$ cat config.mk
export PLATFORM = sky130hd
export DESIGN_NAME = cascade_bus_if
export DESIGN_NICKNAME = d
export VERILOG_FILES = /design/src/rtl/cbus_pkg.sv /design/src/rtl/cbus_ctrl.sv /design/src/rtl/cbus_datapath.sv /design/src/rtl/cascade_bus_if.sv
export SDC_FILE = /design/constraint.sdc
export NUM_CORES = 1
export LEC_CHECK = 0
export BUFFER_PORTS_ARGS = -buffer_cell sky130_fd_sc_hd__buf_2
export CORE_UTILIZATION = 34
export DETAILED_ROUTE_END_ITERATION = 10
export PLACE_DENSITY = 0.73
export REMOVE_ABC_BUFFERS = 1
export SYNTH_ARGS = -nofsm -noshare
export SYNTH_HDL_FRONTEND = slang
export SYNTH_SLANG_ARGS = --single-unit
$ cat constraint.sdc
create_clock -name clk -period 1.2 [get_ports clk]
set_clock_uncertainty 0.1 [all_clocks]
set_input_delay 0.06 -clock clk [delete_from_list [all_inputs] [get_ports clk]]
set_output_delay 0.06 -clock clk [all_outputs]
set_load 0.05 [all_outputs]
$ cat src/rtl/cbus_pkg.sv
package cbus_pkg;
  typedef struct packed {
    logic drive;   // bus owned this cycle
    logic clkLvl;  // driven bus clock level
    logic launch;  // load next bit at this edge
  } busStrobeT;
endpackage

$ cat src/rtl/cbus_ctrl.sv
module cbus_ctrl
  import cbus_pkg::*;
(
  input  logic      clk,
  input  logic      rstN,
  input  logic      localRxActive,
  input  logic      ackIn,
  input  logic      busEnIn,
  output busStrobeT strobe
);
  typedef enum logic {ST_IDLE, ST_DRIVE} ctrlStateT;

  ctrlStateT state;
  logic      phaseHigh;
  logic      grant;
  logic      endPeriod;

  assign grant     = (state == ST_IDLE) && localRxActive && ackIn && !busEnIn;
  assign endPeriod = (state == ST_DRIVE) && phaseHigh;

  always_ff @(posedge clk or negedge rstN) begin
    if (!rstN) begin
      state     <= ST_IDLE;
      phaseHigh <= 1'b0;
    end else begin
      case (state)
        ST_IDLE: begin
          phaseHigh <= 1'b0;
          if (grant) state <= ST_DRIVE;
        end
        default: begin
          if (endPeriod && !localRxActive) begin
            state     <= ST_IDLE;
            phaseHigh <= 1'b0;
          end else begin
            phaseHigh <= !phaseHigh;
          end
        end
      endcase
    end
  end

  always_comb begin
    strobe.drive  = (state == ST_DRIVE);
    strobe.clkLvl = phaseHigh;
    strobe.launch = grant || (endPeriod && localRxActive);
  end
endmodule

$ cat src/rtl/cbus_datapath.sv
module cbus_datapath
  import cbus_pkg::*;
#(
  parameter int NumPorts = 8
) (
  input  logic                clk,
  input  logic                rstN,
  input  busStrobeT           strobe,
  input  logic                localRxActive,
  input  logic                localTxData,
  input  logic [NumPorts-1:0] portColl,
  input  logic                txColl,
  input  logic                busDataIn,
  input  logic                busEnIn,
  input  logic                busClkIn,
  input  logic                actNIn,
  input  logic                collNIn,
  output logic                busDataOut,
  output logic                rxData,
  output logic                rxValid,
  output logic                actNDrive,
  output logic                collNDrive,
  output logic                anyActive,
  output logic                otherColl
);
  logic                txBit;
  logic                clkPrev;
  logic                clkRise;
  logic                multiColl;
  logic [NumPorts-1:0] collLowerCleared;

  assign clkRise          = busClkIn && !clkPrev;
  assign collLowerCleared = portColl & (portColl - NumPorts'(1));
  assign multiColl        = |collLowerCleared;

  // launch side
  always_ff @(posedge clk or negedge rstN) begin
    if (!rstN)              txBit <= 1'b0;
    else if (strobe.launch) txBit <= localTxData;
  end
  assign busDataOut = txBit;

  // capture side
  always_ff @(posedge clk or negedge rstN) begin
    if (!rstN) begin
      clkPrev <= 1'b0;
      rxData  <= 1'b0;
      rxValid <= 1'b0;
    end else begin
      clkPrev <= busClkIn;
      rxValid <= 1'b0;
      if (clkRise && busEnIn && !strobe.drive) begin
        rxData  <= busDataIn;
        rxValid <= 1'b1;
      end
    end
  end

  // wired status lines
  always_ff @(posedge clk or negedge rstN) begin
    if (!rstN) begin
      actNDrive  <= 1'b0;
      collNDrive <= 1'b0;
      anyActive  <= 1'b0;
      otherColl  <= 1'b0;
    end else begin
      actNDrive  <= localRxActive || (|portColl);
      collNDrive <= txColl || multiColl;
      anyActive  <= !actNIn;
      otherColl  <= !collNIn;
    end
  end
endmodule

$ cat src/rtl/cascade_bus_if.sv
module cascade_bus_if
  import cbus_pkg::*;
#(
  parameter int NumPorts = 8
) (
  input  logic                clk,
  input  logic                rstN,
  input  logic                localRxActive,
  input  logic                localTxData,
  input  logic [NumPorts-1:0] portColl,
  input  logic                txColl,
  input  logic                ackIn,
  output logic                ackOut,
  input  logic                busDataIn,
  output logic                busDataOut,
  output logic                busDataOe,
  input  logic                busEnIn,
  output logic                busEnOut,
  output logic                busEnOe,
  input  logic                busClkIn,
  output logic                busClkOut,
  output logic                busClkOe,
  input  logic                actNIn,
  output logic                actNDrive,
  input  logic                collNIn,
  output logic                collNDrive,
  output logic                rxData,
  output logic                rxValid,
  output logic                anyActive,
  output logic                otherColl
);
  busStrobeT strobe;

  cbus_ctrl u_ctrl (
    .clk(clk), .rstN(rstN), .localRxActive(localRxActive),
    .ackIn(ackIn), .busEnIn(busEnIn), .strobe(strobe)
  );

  cbus_datapath #(.NumPorts(NumPorts)) u_dp (
    .clk(clk), .rstN(rstN), .strobe(strobe),
    .localRxActive(localRxActive), .localTxData(localTxData),
    .portColl(portColl), .txColl(txColl),
    .busDataIn(busDataIn), .busEnIn(busEnIn), .busClkIn(busClkIn),
    .actNIn(actNIn), .collNIn(collNIn),
    .busDataOut(busDataOut), .rxData(rxData), .rxValid(rxValid),
    .actNDrive(actNDrive), .collNDrive(collNDrive),
    .anyActive(anyActive), .otherColl(otherColl)
  );

  assign busDataOe = strobe.drive;
  assign busEnOe   = strobe.drive;
  assign busClkOe  = strobe.drive;
  assign busEnOut  = strobe.drive;
  assign busClkOut = strobe.clkLvl;
  assign ackOut    = ackIn && !strobe.drive;
endmodule

* After elaboration in Yosys (flattened, before gate mapping)
Cells that the tools add are included.
W data, S select, Z words.
** Word-level totals
- Register bits after elaboration :: 10
- Word-level logic and storage cells :: 41
** Operators by class
- Reductions and logical operators :: 22
- $add $sub $neg :: 1
- Muxes and demuxes :: 6
- Bitwise gates (word level) :: 2
** Operators by type and width (number)
- $reduce_or A8 Y1 :: 2
- $logic_and A1 B1 Y1 :: 10
- $and A8 B8 Y8 :: 1
- $sub A8 B1 Y8 const B :: 1
- $logic_not A1 Y1 :: 7
- $mux W1 :: 6
- $logic_or A1 B1 Y1 :: 3
- $not A1 Y1 :: 1

* Longest topological paths before layout
- Depth after elaboration :: 6
- Mapped depth :: 3
- Mapped depth without buffers :: 3

* By module
A second synthesis with hierarchy kept.
** Unflattened totals
- Cell total of the unflattened synthesis :: 40
- Area total of the unflattened synthesis :: 490.5 µm²
** By module, submodules not included
- cbus_datapath :: times used 1, cells an instance 26, seq. area each 200.2 µm², area an instance 344.1 µm²
- cbus_ctrl :: times used 1, cells an instance 10, seq. area each 50.0 µm², area an instance 110.1 µm²
- cascade_bus_if :: times used 1, cells an instance 4, seq. area each 0.0 µm², area an instance 36.3 µm²

* Least setup slack after synthesis
Ideal clock, no wire load.
- Kind :: reg-to-output
- Start point :: register u_ctrl.state
- End point :: output port ackOut
- Path slack :: -0.363 ns
- Data required time :: 1.040 ns
- Data arrival time :: 1.403 ns
- Stages on the path, launching flop included :: 2
- Cells stage by stage :: dfrtp_1 -> nor2b_1
** Between the ends
- Word-level cells in the longest chain between the ends :: 2
** Ends and longest elaborated chain
- start, declared :: RTL line cbus_ctrl.sv:13 : ctrlStateT state;
- start signal, assigned :: RTL line cbus_ctrl.sv:23 : state <= ST_IDLE;
- start signal, assigned :: RTL line cbus_ctrl.sv:29 : if (grant) state <= ST_DRIVE;
- start signal, assigned :: RTL line cbus_ctrl.sv:33 : state <= ST_IDLE;
- $logic_not A1 Y1 :: RTL line cascade_bus_if.sv:55 : assign ackOut = ackIn && !strobe.drive;
- $logic_and A1 B1 Y1 :: RTL line cascade_bus_if.sv:55
- end, declared :: RTL line cascade_bus_if.sv:13 : output logic ackOut,
No other way between the ends.

* Worst setup path in the final report
- Start point :: register u_ctrl.state
- End point :: register u_dp.txBit, in the netlist u_dp.busDataOut
** Between the ends
- Word-level cells in the longest chain between the ends :: 5
- Elaborated cells between the ends (all ways) :: 7
- Classes of those cells :: 1 x bitwise; 6 x reduce/logical
** Ends and longest elaborated chain
- $not A1 Y1
- $logic_and A1 B1 Y1 (3 in series) :: RTL line cbus_ctrl.sv:18 : assign grant = (state == ST_IDLE) && localRxActive && ackIn && !busEnIn;
- $logic_or A1 B1 Y1 (*) :: RTL line cbus_ctrl.sv:46 : strobe.launch = grant || (endPeriod && localRxActive);
- end signal, assigned :: RTL line cbus_datapath.sv:39 : else if (strobe.launch) txBit <= localTxData;
- end, declared :: RTL line cbus_datapath.sv:26 : logic txBit;
Mark *: on every way between the ends. The rest lies on a longest branch, timed or not.
A chain may end at the register's enable or synchronous reset.

==> out/qor.yml <==
crit_path_end: "u_dp.busDataOut"
avgRoutedWirePerCell_um: 11.4
antenna_found_initial: 0
p_comb_share_pct: 39.7
p_per_area_mw_per_mm2: 1290
synth_edf_count: 0
cts_tree: "built"
cp.depth: 3
grt_overflow: 0
power_mw: 1.01
cpPeakStageDelay_ps: 420
cts_num_sinks: 10
power.leakage_nw: 0.379
synth_top_area_cell: "dfrtp_1"
relSlewSlack_pct: 77.3
syn_inst: 39
drive_above_1_share_pct: 48.8
yosys-top-cells-area: "dfrtp_1 (54%), buf_4 (4.9%), mux2_1 (4.9%)"
crit_slowest_cell: "dfrtp_1"
viasPerCell: 4.80
insertion_delay_ps: 260
seq_area_frac_synth_pct: 54.5
yosysTopAreaCellShare_pct: 54.5
failed_checks: "negative hold slack, negative setup slack"
htreeDepth: 1
cts_setup_buffers: 0
synth_common_cells: "dfrtp_1 (10), buf_4 (3), inv_1 (3), nor2b_1 (3), nor3_1 (3)"
yosys_warnings: 0
setup_slack_ps: -62.6
io_pins: 32
numCtsBuffers: 3
drt.antenna.violating_nets: 0
path_cells: "and2_1, o21ai_1, mux2_1"
fmax_ghz: 0.792
rsz0062_at_grt: "yes"
reg2reg_to: "u_dp.busDataOut"
yosys_most_used_dff: "dfrtp_1"
dieArea_mm2: 0.00150
drt-initial-drc-count: 4
p_sw_uw: 387
syn_to_final_growth_pct: 69.5
ys_types: 20
syn-cell-area_um2: 459
track_usage_pct: 18.0
cts_root_buf: "clkbuf_4"
r2r_setup_slack_ps: -60
fin_crit_ps: 1260
p_seq_share_pct: 39.0
min_from: "busClkIn"
grt_pass1_wl_um: 1780
worstPathArrival_ps: 1300
cp-start-kind: "flop"
crit_start: "u_ctrl.state"
async_flop_share_pct: 100
holdPathStages: 1
fp.dieW_um: 38.8
place.port_buffers: 31
ir_worst_vdd_mv: 0.701
timing.final.crit_share_pct: 105
initial_utilization_pct: 38.7
end_kind: "flop"
path_clk_slew_ps: 60
outcome: "complete, but fails checks"
dp_slack_ps: -106
dr.pass1.iters: 4
whs_ps: -176
syn_avg_cell_area_um2: 11.8
netSwitchingFraction_pct: 38.4
cp_top_family: "flip-flops"
cts_hold_buf: 11
path_max_fanout: 5
dp_hpwl_um: 785
ys_ff_latch: 10
drt_wl_total_um: 1120
max_slew.worst_pin.slew_ps: 336
hold_violations: 2
num-fill-cells: 104
final-setup-viol-count: 4
antenna_cells: 0
maxCapViolations: 0
required_ps: 1240
rr_worst_depth: 3
critPathKind: "reg -> reg"
die_h_um: 38.8
nets: 105
yosys.cell_count.top_type: "dfrtp_1"
p_int_uw: 621
coreArea_mm2: 0.00119
cts_buffer_depth: 2
gp_congestion: 0.596
r2r_start: "u_ctrl.state"
rows: 12
drc_errors: 0
vias: 470
grt_max_degree: 11
path_buf_inv: 0
hp-class: "in -> reg"
drv_slew: 0
clockPowerShare_pct: 21.3
first_global_vias: 433
worst min path at each step:
stage | end | slack [ps]
after global placement | u_dp.rxValid | -170
after floorplan | u_ctrl.phaseHigh | -340
after detailed placement | u_dp.busDataOut | -170
final | u_dp.clkPrev | -180
after CTS | u_dp.clkPrev | -180
after global routing | u_dp.clkPrev | -180
kinds of logic after synthesis:
family,after synthesis,share of synthesized area [%]
AOI/OAI and AO/OA,7,13.9
adders and majority gates,1,2.18
buffers and inverters,6,7.36
DFF,10,54.5
muxes,2,4.90
and+or+nand+nor,13,17.2
through the flow:
step	hold WS, ps	area (um2)	util [%]	std cells	setup TNS, ps
5_1_grt	-182	778	65.6	98	-473
2_1_floorplan	-336	437	-	36	-8220
4_1_cts	-182	774	65.3	98	-250
3_3_place_gp	-175	632	53.3	84	-56.9
3_5_place_dp	-168	632	53.3	84	-194
6_report	-176	778	65.6	98	-225
what timing repair did:
| action | in CTS | in global routing |
|---|---|---|
| cloned | 0 | 0 |
| resized for setup | 3 | 1 |
| hold endpoints to repair | 19 | 2 |
| endpoints found under the setup margin | 7 | 7 |
| pin swaps | 3 | 0 |
layout make-up:
cell class | instances | area (um2) | share of cell area, %
multi-input cells | 23 | 180 | 23.2
repair buffers | 45 | 297 | 38.1
inverters | 3 | 11.3 | 1.45
flip-flops and latches | 10 | 250 | 32.2
clock buffers | 3 | 22.5 | 2.89
well taps | 14 | 17.5 | 2.25
layout by cell type (no fill, tap or decap), drive strengths merged:
cell type and instances:
nand2 2, a2111oi 1, o21ai 1, nor2b 3, and2 1, a2111o 1, nor3b 1, o211ai 1
buf 34, o41ai 1, or2 1, maj3 1, clkbuf 3, or3 2, o31ai 1, mux2 2
o22a 1, inv 3, dlygate4sd3 11, dfrtp 10, nor3 3
power by group through the flow:
stage | clock network [mW] | registers, mW | logic (mW)
after floorplan | 0 | 0.576 | 0.0602
after global placement | 0 | 0.396 | 0.359
after detailed placement | 0 | 0.399 | 0.364
after CTS | 0.225 | 0.394 | 0.397
after global routing | 0.250 | 0.398 | 0.424
final | 0.215 | 0.393 | 0.400
flip-flops by register name (all words and copies together), names as in the netlist:
name and flops:
u_ctrl.phaseHigh 1, u_ctrl.state 1, u_dp.actNDrive 1, u_dp.anyActive 1
u_dp.busDataOut 1, u_dp.clkPrev 1, u_dp.collNDrive 1, u_dp.otherColl 1
u_dp.rxData 1, u_dp.rxValid 1
worst register-to-register path: cells and delay by family (launching register included):
kind	cells	cell delay (ps)
AOI/OAI and AO/OA	1	140
and+or+nand+nor	1	160
muxes	1	330
DFF	1	420
layer usage:
metal | track usage (%) | share of wire [%]
met5 | 0 | 0
met4 | 10.3 | 1.5
met3 | 3.47 | 5.9
met2 | 30.4 | 50
met1 | 20.7 | 43
No activity file was read; power rests on OpenSTA's default activity.
